==> config.mk <==
export PLATFORM = sky130hd
export DESIGN_NAME = lcd_seg_scan
export DESIGN_NICKNAME = d
export VERILOG_FILES = /design/src/rtl/lcd_seg_pkg.sv /design/src/rtl/lcd_edge_det.sv /design/src/rtl/lcd_line_ctr.sv /design/src/rtl/lcd_row_latch.sv /design/src/rtl/lcd_seg_map.sv /design/src/rtl/lcd_seg_scan.sv
export SDC_FILE = /design/constraint.sdc
export NUM_CORES = 1
export LEC_CHECK = 0
export ABC_AREA = 1
export BUFFER_PORTS_ARGS = -buffer_cell sky130_fd_sc_hd__buf_2
export CAP_MARGIN = 25
export CORE_AREA = 3 3 255 257
export CTS_CLUSTER_DIAMETER = 50
export DETAILED_ROUTE_END_ITERATION = 6
export DIE_AREA = 0 0 258 260
export GPL_TIMING_DRIVEN = 0
export REMOVE_ABC_BUFFERS = 1
export SYNTH_ARGS = -nofsm -noshare
export SYNTH_HDL_FRONTEND = slang
export SYNTH_SLANG_ARGS = --single-unit
==> constraint.sdc <==
create_clock -name clk -period 2.7 [get_ports clk]
set_clock_uncertainty 0.05 [all_clocks]
set_input_delay 0.27 -clock clk [delete_from_list [all_inputs] [get_ports clk]]
set_output_delay 0.27 -clock clk [all_outputs]
set_load 0.005 [all_outputs]
==> src/rtl/lcd_seg_pkg.sv <==
package lcd_seg_pkg;

  // Voltage-level select codes for one segment output.
  typedef enum logic [1:0] {
    LV_V0 = 2'b00,
    LV_V2 = 2'b01,
    LV_V3 = 2'b10,
    LV_V5 = 2'b11
  } lvl_e;

  localparam int unsigned BITS_PER_BYTE = 8;

  // Map polarity and pixel bit to a level code.
  function automatic lvl_e lvl_code(input logic pol, input logic pix);
    lvl_e r;
    case ({pol, pix})
      2'b01:   r = LV_V0;
      2'b00:   r = LV_V2;
      2'b10:   r = LV_V3;
      default: r = LV_V5;
    endcase
    return r;
  endfunction

endpackage

==> src/rtl/lcd_edge_det.sv <==
module lcd_edge_det #(
  parameter bit RISING = 1'b1
) (
  input  logic clk,
  input  logic rst_n,
  input  logic din,
  output logic evt
);
  logic q;

  always_ff @(posedge clk or negedge rst_n) begin
    if (!rst_n) q <= 1'b0;
    else        q <= din;
  end

  generate
    if (RISING) begin : g_rise
      assign evt = din & ~q;
    end else begin : g_fall
      assign evt = ~din & q;
    end
  endgenerate
endmodule

==> src/rtl/lcd_line_ctr.sv <==
module lcd_line_ctr #(
  parameter int unsigned NLINES = 64
) (
  input  logic                       clk,
  input  logic                       rst_n,
  input  logic                       preset,
  input  logic                       adv,
  input  logic [$clog2(NLINES)-1:0]  start_line,
  output logic [$clog2(NLINES)-1:0]  z,
  output logic [$clog2(NLINES)-1:0]  row
);
  localparam int unsigned ZW = $clog2(NLINES);

  always_ff @(posedge clk or negedge rst_n) begin
    if (!rst_n)      z <= '0;
    else if (preset) z <= '0;
    else if (adv)    z <= z + ZW'(1);
  end

  // Wraps modulo NLINES (power of two).
  assign row = z + start_line;
endmodule

==> src/rtl/lcd_row_latch.sv <==
module lcd_row_latch
  import lcd_seg_pkg::*;
#(
  parameter int unsigned NCOL = 64
) (
  input  logic                          clk,
  input  logic                          rst_n,
  input  logic                          load,
  input  logic [2:0]                    bit_sel,
  input  logic [NCOL*BITS_PER_BYTE-1:0] rd_data,
  output logic [NCOL-1:0]               lat
);
  logic [NCOL-1:0] pick;

  for (genvar c = 0; c < NCOL; c++) begin : g_col
    assign pick[c] = rd_data[c*BITS_PER_BYTE + int'(bit_sel)];
  end

  always_ff @(posedge clk or negedge rst_n) begin
    if (!rst_n)    lat <= '0;
    else if (load) lat <= pick;
  end
endmodule

==> src/rtl/lcd_seg_map.sv <==
module lcd_seg_map
  import lcd_seg_pkg::*;
#(
  parameter int unsigned NCOL = 64
) (
  input  logic [NCOL-1:0]   lat,
  input  logic              col_dir,
  input  logic              disp_on,
  input  logic              ac_pol,
  output logic [2*NCOL-1:0] seg_lvl
);
  for (genvar k = 0; k < NCOL; k++) begin : g_out
    logic pix;
    assign pix = disp_on & (col_dir ? lat[k] : lat[NCOL-1-k]);
    assign seg_lvl[2*k +: 2] = lvl_code(ac_pol, pix);
  end
endmodule

==> src/rtl/lcd_seg_scan.sv <==
module lcd_seg_scan
  import lcd_seg_pkg::*;
#(
  parameter int unsigned NCOL   = 64,
  parameter int unsigned NLINES = 64
) (
  input  logic                            clk,
  input  logic                            rst_n,
  input  logic                            frame_sync,
  input  logic                            line_clk,
  input  logic                            ac_pol,
  input  logic                            col_dir,
  input  logic                            disp_on,
  input  logic [$clog2(NLINES)-1:0]       start_line,
  output logic [$clog2(NLINES)-4:0]       rd_page,
  input  logic [NCOL*BITS_PER_BYTE-1:0]   rd_data,
  output logic [2*NCOL-1:0]               seg_lvl
);
  localparam int unsigned ZW = $clog2(NLINES);

  logic          frm_rise;
  logic          ln_rise;
  logic          ln_fall;
  logic [ZW-1:0] z_cnt;
  logic [ZW-1:0] row;
  logic [NCOL-1:0] lat_bits;

  lcd_edge_det #(.RISING(1'b1)) u_frm (
    .clk(clk), .rst_n(rst_n), .din(frame_sync), .evt(frm_rise));
  lcd_edge_det #(.RISING(1'b1)) u_lrise (
    .clk(clk), .rst_n(rst_n), .din(line_clk), .evt(ln_rise));
  lcd_edge_det #(.RISING(1'b0)) u_lfall (
    .clk(clk), .rst_n(rst_n), .din(line_clk), .evt(ln_fall));

  lcd_line_ctr #(.NLINES(NLINES)) u_ctr (
    .clk(clk), .rst_n(rst_n), .preset(frm_rise), .adv(ln_fall),
    .start_line(start_line), .z(z_cnt), .row(row));

  assign rd_page = row[ZW-1:3];

  lcd_row_latch #(.NCOL(NCOL)) u_lat (
    .clk(clk), .rst_n(rst_n), .load(ln_rise), .bit_sel(row[2:0]),
    .rd_data(rd_data), .lat(lat_bits));

  lcd_seg_map #(.NCOL(NCOL)) u_map (
    .lat(lat_bits), .col_dir(col_dir), .disp_on(disp_on),
    .ac_pol(ac_pol), .seg_lvl(seg_lvl));
endmodule

Word-level counts from Yosys, hierarchy flattened

Index checks and enable logic that the tools add are counted.

Word-level logic and storage cells: 654
Memories: 0
Flip-flop bits (word level): 72
Bits of input ports: 525
Latch bits: 0
Memory bits (writable): 0
Output and inout port bits: 131
Memory bits (read-only): 0

Equal/unequal tests: 128
Shift-type cells: 0
Div/mod/pow operators: 0
Add/subtract/negate cells: 65
Multiply operators: 0
Muxes and demuxes: 258
Magnitude comparators: 64
Reduce and logical (&&, ||, !) cells: 65
Bitwise gates (word level): 70

Operators by type and width:

| cell                                                                            | count |
|---|---|
| 32-bit by 10-bit less-than comparator with 1-bit output (second input constant) | 63 |
| 1-bit binary-select mux with 9-bit select                                       | 63 |
| 2-bit one-hot mux with 3 select lines                                           | 64 |
| 9-bit by 3-bit adder with 10-bit output (first input constant)                  | 32 |
| 8-bit by 3-bit adder with 9-bit output (first input constant)                   | 16 |
| 2-bit by 1-bit == test with 1-bit output (second input constant)                | 64 |
| 2-bit == test (second input constant)                                           | 64 |
| 2-bit logical NOT                                                               | 64 |
| 1-bit two-way mux                                                               | 128 |
| 1-bit AND                                                                       | 67 |
| 7-bit by 3-bit adder with 8-bit output (first input constant)                   | 8 |
| 6-bit by 3-bit adder with 7-bit output (first input constant)                   | 4 |
| 5-bit by 3-bit adder with 6-bit output (first input constant)                   | 2 |
| 6-bit two-way mux                                                               | 2 |
| 3-bit by 10-bit less-than comparator with 1-bit output (second input constant)  | 1 |
| 6-bit by 1-bit adder with 6-bit output (second input constant)                  | 1 |
| 6-bit adder                                                                     | 1 |
| 4-bit by 3-bit adder with 5-bit output (first input constant)                   | 1 |
| 1-bit binary-select mux with 3-bit select                                       | 1 |
| 1-bit inverter                                                                  | 3 |
| 2-bit nonzero test                                                              | 1 |

Logic depth before layout (Yosys ltp)

Gate-level depths: netlist of the first run.

Depth after elaboration: 4
Gate-level depth with buffers: 11
Gate-level depth less buffers: 8

Hierarchy

A second synthesis of the first run with hierarchy kept.

Cells, all modules: 2469
Area total of the unflattened synthesis: 13222.7 µm²

Modules (own cells, without submodules):

| module        | cells each | times used | seq. area each (µm²) | area an instance (µm²) |
|---|---|---|---|---|
| lcd_row_latch | 1715       | 1          | 1601.5               | 8592.0 |
| lcd_seg_map   | 668        | 1          | 0.0                  | 3983.8 |
| lcd_line_ctr  | 77         | 1          | 150.1                | 541.8 |
| lcd_edge_det  | 3          | 3          | 25.0                 | 35.0 |

Worst setup path before layout of the first run

No wires, ideal clock.

Path kind: reg-to-reg
Start point: register u_ctr.z[0]
End point: register u_lat.lat[11]
Arrival: 1.914 ns
Stages on the path, launching flop included: 8
Data required time: 2.532 ns
Path buffers: 1
Period minus slack after synthesis: 2.082 ns
Setup time: 0.118 ns
Slack: 0.618 ns
Cell sequence: dfrtp_1 -> ha_1 -> fa_1 -> xnor2_2 -> buf_2 -> nand3_1 -> nand3_1 -> nand2_1

Longest elaborated chain between the ends: 4

Ends and longest elaborated chain:

| element                                   | RTL line            | text |
|---|---|---|
| start: declaration                        | lcd_line_ctr.sv:9   | `output logic [$clog2(NLINES)-1:0] z,` |
| start signal: assignment                  | lcd_line_ctr.sv:17  | `else if (adv) z <= z + ZW'(1);` |
| 6-bit adder                               | lcd_line_ctr.sv:21  | `assign row = z + start_line;` |
| 7-bit by 3-bit adder with 8-bit output    | lcd_row_latch.sv:16 | `assign pick[c] = rd_data[c*BITS_PER_BYTE + int'(bit_sel)];` |
| 1-bit binary-select mux with 9-bit select | lcd_row_latch.sv:16 |  |
| 1-bit two-way mux (implied by the code)   | lcd_row_latch.sv:16 |  |
| end signal: assignment                    | lcd_row_latch.sv:21 | `else if (load) lat <= pick;` |
| end: declaration                          | lcd_row_latch.sv:11 | `output logic [NCOL-1:0] lat` |

No other way between the ends. The select of a mux whose other input is x is not followed.
A chain may end at the register's enable or synchronous reset.

Worst setup path in the final report of the first run

Start point: register u_ctr.z[0]
End point: register u_lat.lat[10]

The elaborated chain is that of the path after synthesis.

==> results.py, run 1 <==
metrics = {
    "worst_setup_path": {
        "ff2ff_setup_slack_ns": 0.09,
        "path_max_fanout": 15,
        "startpoint": "u_ctr.z[0]$_DFFE_PN0P_",
        "cp.required_ns": 2.96,
        "cp_cell_sequence": "ha_4, fa_4, buf_16, buf_4, nand3_1, nand3_1, nand3_1, nand2_1",
        "worstSetupEndpointType": "register",
        "r2r-start": "u_ctr.z[0]$_DFFE_PN0P_",
        "slowest_stage": "fa_4",
        "path_class": "register to register",
        "cp.arrival_ns": 2.87,
        "startpoint_type": "register",
        "cpMostUsedCell": "nand3_1",
        "critPathMaxStageDelay_ns": 0.86,
    },
    "route": {
        "drc": 0,
        "drtIter0Drc": 887,
        "drt-wirelength-per-cell_um": 15.6,
        "dr.pass1.iters": 5,
        "via_count": 15293,
        "viasPerCell": 4.15,
        "drt-total-wl_mm": 57.6,
        "ant_nets": 0,
    },
    "place": {
        "routabilityCongestion": 0.891,
        "hpwl_mm": 41.6,
        "port_buffers": 655,
    },
    "sta": {
        "timing.fmax_mhz": 383,
        "fin_crit_ns": 2.61,
        "finalSetupTns_ns": 0,
        "rsz0062_at_grt": "false",
        "tightest_slew_ns": 0.845,
        "relSlewSlack_pct": 43.7,
        "setup_violations": 0,
        "drv_slew": 0,
        "hold_viol": 0,
        "fin_crit_sh_pct": 96.8,
    },
    "clock_tree": {
        "numCtsBuffers": 9,
        "clk_latency_ns": 0.37,
        "cts_tree": "done",
        "clkSlewWorstSetupHoldPaths_ns": 0.07,
        "cts_sinks": 72,
        "cts.path.max_buffers": 2,
        "htree_levels": 3,
        "clockRootBuffer": "clkbuf_16",
    },
    "worst_hold_path": {
        "hold_path.startpoint": "rd_data[234]",
        "hold_class": "input pin to register",
    },
    "synthesis": {
        "ys_seq_area_share_pct": 14.8,
        "synth.distinct_cells": 27,
        "ys.flop_type": "dfrtp_1",
        "ys_ff_latch": 72,
        "avgSynthCellArea_sq_um": 5.41,
        "synth_top_cell_by_area": "nand2_1",
        "synth_most_common_cell": "nand2_1",
        "synth.top_cells.by_area": "nand2_1 24%, nand3_1 16%, dfrtp_1 15%",
        "synth_edf_count": 0,
        "synth_area_sq_um": 12200,
        "synth_cells": 2256,
        "synthTopCellsByCount": "784 x nand2_1, 461 x inv_1, 379 x nand3_1",
        "synthDominantCellAreaShare_pct": 24.1,
        "ys.warnings.count": 0,
        "synthArstFlopShare_pct": 100,
    },
    "status": {
        "status": "complete, no violations",
    },
    "final_layout": {
        "post-route-util_pct": 27.3,
        "drive_above_1_share_pct": 28.4,
        "diodes": 0,
        "syn2layout_area_growth_pct": 40.7,
        "nets": 3494,
    },
    "job": {
        "drv_cap": 0,
    },
    "die": {
        "fp.dieW_um": 258,
        "row_count": 92,
        "io_pins": 656,
        "fp.dieH_um": 260,
        "core_sq_um": 63000,
        "initial_core_util_pct": 19.4,
        "die_area_sq_um": 67100,
    },
    "global_routing": {
        "grt_pass1_wl_mm": 82.8,
        "grt_pass1_vias": 14223,
        "grt_usage_pct": 16.1,
        "grt.overflow.total": 0,
        "antenna_found_initial": 5,
        "grt_max_degree": 105,
    },
    "power": {
        "leakage_nw": 10.8,
        "vdd_drop_max_uv": 290,
        "power.density_nw_per_um2": 524,
    },
}
[power breakdown]
group          total, mW  internal, mW  switching, mW
combinational       5.94          2.37           3.57
sequential          1.70          1.42          0.280
clock               1.34         0.727          0.615
[layout make-up]
class	count	area (sq um)
Tap cell	846	1060
Multi-Input combinational cell	1590	8110
Clock inverter	7	78.8
Fill cell	7249	45800
Inverter	464	1790
Clock buffer	9	225
Sequential cell	72	1800
Timing Repair Buffer	697	4100
[timing repair]
item                                    4_1_cts  5_1_grt
gates cloned                                  5        2
setup buffers                                 9        6
pin swaps                                     3        2
endpoints found under the hold margin        34        0
endpoints found under the setup margin      170       82
resized for setup                            18       12
hold buffers                                  3        0
[sequential cells by signal, summed over array words and instances (netlist names)]
| name | count |
|---|---|
| u_lat.lat | 64 |
| u_ctr.z | 6 |
| u_frm.q | 1 |
| u_lfall.q | 1 |
[final timing paths]
path	to	depth (start not counted)
min in group asynchronous	u_lat.lat[17]$_DFFE_PN0P_	2
min	u_lat.lat[29]$_DFFE_PN0P_	7
min reg2reg	u_lat.lat[21]$_DFFE_PN0P_	2
max in group asynchronous	u_lat.lat[34]$_DFFE_PN0P_	3
max reg2reg	u_lat.lat[10]$_DFFE_PN0P_	8
max	u_lat.lat[10]$_DFFE_PN0P_	8
[cell usage in the layout, fill, tap and decap left out, types with 3 or more instances in the layout]
cell           count
nor3_1            60
dlygate4sd3_1      3
ha_1             133
buf_4             11
inv_6              3
inv_1            459
nand2_1          784
buf_12            14
a21oi_1            4
buf_16            10
nand3_1          374
bufbuf_16          3
nand3_2           14
dfrtp_1           71
nor2_1           137
nor3_2             4
clkinvlp_4         3
buf_2            652
or2_2             64
o21ai_0            3
clkbuf_16         11
[stage by stage]
| step | hold WS, ns | total power, mW | area [sq um] | setup WS, ns | cells |
|---|---|---|---|---|---|
| final | 0.259 | 8.99 | 17200 | 0.0868 | 3685 |
| after floorplan | -0.0756 | 4.96 | 11500 | -8.56 | 2126 |
| after global placement | 0.346 | 7.21 | 15900 | -19.23 | 3627 |
| after detailed placement | 0.234 | 7.05 | 16300 | -1.38 | 3644 |
| after CTS | 0.221 | 9.00 | 17000 | 0.00140 | 3677 |
| after global routing | 0.270 | 9.85 | 17200 | 0.0152 | 3685 |
[per-layer routing]
metal	vias up	global-route usage, %	wire (um)
met3	78	2.81	4050
met1	6740	18.8	23400
met2	570	29.0	27800
li1	7901	-	-
met4	4	6.81	2260
met5	-	0	23
[critical path: cells and delay by family (launching register included)]
kind / cells / cell delay, ns
adder cells (fa/ha/maj): 2 / 1.04
buffers and inverters: 2 / 0.42
flip-flops: 1 / 0.45
AND/OR/NAND/NOR: 4 / 0.57
[kinds of logic after synthesis]
group           synth area share (%)
buf+inv                         19.6
flops                           14.8
xor+xnor                       0.575
compound gates                 0.338
fa+ha+maj                       13.9
simple gates                    50.8
No activity file was read; power rests on OpenSTA's default activity.
==> run 2: changes to the inputs <==
GPL_TIMING_DRIVEN = not set   (was 0)
==> run 2 against run 1 <==
Compared with the run above:
- final area fell by 1.2%
- utilization decreased by 0.33 points
- combinational power shrank 8.8%
- count of clock-buffer cells in the layout is the same
- global-route usage is 0.094 points higher
- first-iteration DRC count decreased by 3.9%
- routed wire length fell by 1.6%
- via count grew 0.63%
- non-clock buffer count is 12 higher
- highest routed layer unchanged
- sequential share of layout area rose by 0.12 points
- register-to-register slack improved by 0.07 ns
==> results.py, run 2 (synthesis gave the netlist of run 1 again) <==
metrics = {
    "status": {
        "status": "complete, no violations",
    },
    "sta": {
        "fin_crit_sh_pct": 96.5,
        "hold_viol": 0,
        "tightest_slew_ns": 0.772,
        "fin_crit_ns": 2.60,
        "timing.fmax_mhz": 384,
        "holdWs_ns": 0.225,
        "relSlewSlack_pct": 48.2,
        "setup_violations": 0,
        "drv_slew": 0,
        "rsz0062_at_grt": "false",
    },
    "clock_tree": {
        "cts.path.max_buffers": 2,
        "cts_setup_buffers": 0,
        "htree_levels": 3,
        "numCtsBuffers": 9,
        "clkSlewWorstSetupHoldPaths_ns": 0.08,
        "cts_sinks": 72,
        "clk_latency_ns": 0.38,
        "cts_tree": "done",
        "clockRootBuffer": "clkbuf_16",
    },
    "route": {
        "dr.pass1.iters": 5,
        "via_count": 15389,
        "drtIter0Drc": 852,
        "ant_nets": 0,
        "drt-total-wl_mm": 56.7,
        "drc": 0,
        "drt-wirelength-per-cell_um": 15.3,
        "viasPerCell": 4.16,
    },
    "power": {
        "p_sw_share_pct": 49.0,
        "p_sw_mw": 4.22,
        "power.density_nw_per_um2": 508,
        "vdd_drop_max_uv": 294,
        "clock_power_share_pct": 16.6,
        "intPower_mw": 4.38,
        "combinationalPowerShare_pct": 63.0,
        "leakage_nw": 10.8,
        "sequentialPowerShare_pct": 20.4,
    },
    "place": {
        "hpwl_mm": 44.4,
        "dp_cells": 3678,
        "routabilityCongestion": 0.895,
        "postPlaceCellArea_sq_um": 16600,
        "port_buffers": 655,
    },
    "die": {
        "core_sq_um": 63000,
        "die_area_sq_um": 67100,
        "io_pins": 656,
        "fp.dieH_um": 260,
        "fp.dieW_um": 258,
        "initial_core_util_pct": 19.4,
        "row_count": 92,
    },
    "worst_setup_path": {
        "path_class": "input pin to primary output",
        "startpoint_type": "input pin",
        "cp.required_ns": 2.38,
        "path_max_fanout": 26,
        "slowest_stage": "nor3_1",
        "cpMostUsedCell": "buf_4",
        "critPathMaxStageDelay_ns": 0.64,
        "cp_cell_sequence": "buf_4, buf_4, nor2_1, nor3_1, inv_1, ha_1, or2_2, buf_2",
        "ff2ff_setup_slack_ns": 0.16,
        "cp.arrival_ns": 2.28,
        "worstSetupEndpointType": "primary output",
    },
    "worst_hold_path": {
        "hold_class": "input pin to async pin",
    },
    "global_routing": {
        "grt_pass1_wl_mm": 84.0,
        "antenna_found_initial": 8,
        "grt_max_degree": 106,
        "grt.overflow.total": 0,
        "grt_pass1_vias": 14680,
        "grt_usage_pct": 16.2,
    },
    "job": {
        "drv_cap": 0,
    },
    "final_layout": {
        "drive_above_1_share_pct": 28.3,
        "fillerInstances": 7248,
        "layout_commonest_cell": "nand2_1",
        "final_cell_mix": "784 x nand2_1, 652 x buf_2, 459 x inv_1, 378 x nand3_1, 137 x nor2_1",
        "syn2layout_area_growth_pct": 39.0,
        "layout.cells.non_filler": 3700,
        "top_register": "u_lat.lat",
        "finalInstanceArea_sq_um": 17000,
        "largestRegisters": "u_lat.lat: 64 flops, u_ctr.z: 6 flops",
        "nets": 3506,
        "largest_reg_flops": 64,
    },
}
[run 2: changes by cell type in the layout (fill, tap and decap cells not counted), sizes merged, moves of 2 or more]
cell | previous run | this run
clkinvlp | 3 | 1
clkinv | 1 | 5
clkbuf | 11 | 9
buf | 689 | 706
inv | 466 | 463
bufbuf | 3 | 0
diode | 0 | 3
[run 2: final cells by class]
cell class              count  area, sq um  area share (%)
diodes                      3         7.51          0.0443
well taps                 846         1060            6.24
inverters                 464         1750            10.3
flip-flops and latches     72         1800            10.6
multi-input cells        1590         8050            47.5
repair buffers            709         3970            23.4
clock buffers               9          225            1.33
clock inverters             7         95.1           0.561
[run 2: layer usage]
metal / track usage, % / vias to the layer above / wire length (um)
li1: - / 7921 / -
met1: 19.7 / 6820 / 23600
met2: 27.8 / 547 / 27000
met3: 2.72 / 91 / 3480
met4: 8.03 / 10 / 2580
met5: 0 / - / 68
[run 2: worst paths after layout]
check | from | end | cells after the start
setup / recovery | col_dir | seg_lvl[17] | 8
setup reg to reg | u_ctr.z[0]$_DFFE_PN0P_ | u_lat.lat[14]$_DFFE_PN0P_ | 7
hold reg to reg | u_lat.lat[62]$_DFFE_PN0P_ | u_lat.lat[62]$_DFFE_PN0P_ | 2
min in group clk | rd_data[354] | u_lat.lat[44]$_DFFE_PN0P_ | 7
max in group asynchronous | rst_n | u_lat.lat[18]$_DFFE_PN0P_ | 3
hold / removal | rst_n | u_lat.lat[61]$_DFFE_PN0P_ | 2
[run 2: worst max-delay path, delay by kind of cell]
family / cells / cell delay (ns)
simple gates: 3 / 0.97
buf+inv: 4 / 0.83
fa+ha+maj: 1 / 0.20
[run 2: power groups by stage]
| stage | sequential [mW] | clock, mW | combinational [mW] |
|---|---|---|---|
| 2_1_floorplan | 1.65 | 0 | 3.31 |
| 3_3_place_gp | 1.77 | 0 | 5.45 |
| 3_5_place_dp | 1.78 | 0 | 5.48 |
| 4_1_cts | 1.76 | 1.52 | 5.50 |
| 5_1_grt | 1.81 | 1.55 | 6.13 |
| 6_report | 1.76 | 1.42 | 5.42 |
[run 2: per-stage QoR]
step                power, mW  TNS, ns  setup WS, ns  utilization [%]
floorplan                4.96  -545.54         -8.56                -
global placement         7.23        0        0.0381             26.4
detailed placement       7.25        0        0.0270             26.4
CTS                      8.79        0       0.00135             26.9
global route             9.49        0        0.0829             26.9
finish                   8.60        0        0.0956             26.9
[run 2: what timing repair did]
action | 4_1_cts | 5_1_grt
endpoints found under the setup margin | 0 | 1
endpoints found under the hold margin | 44 | 0
gates resized for setup | 0 | 1
hold buffers | 3 | 0
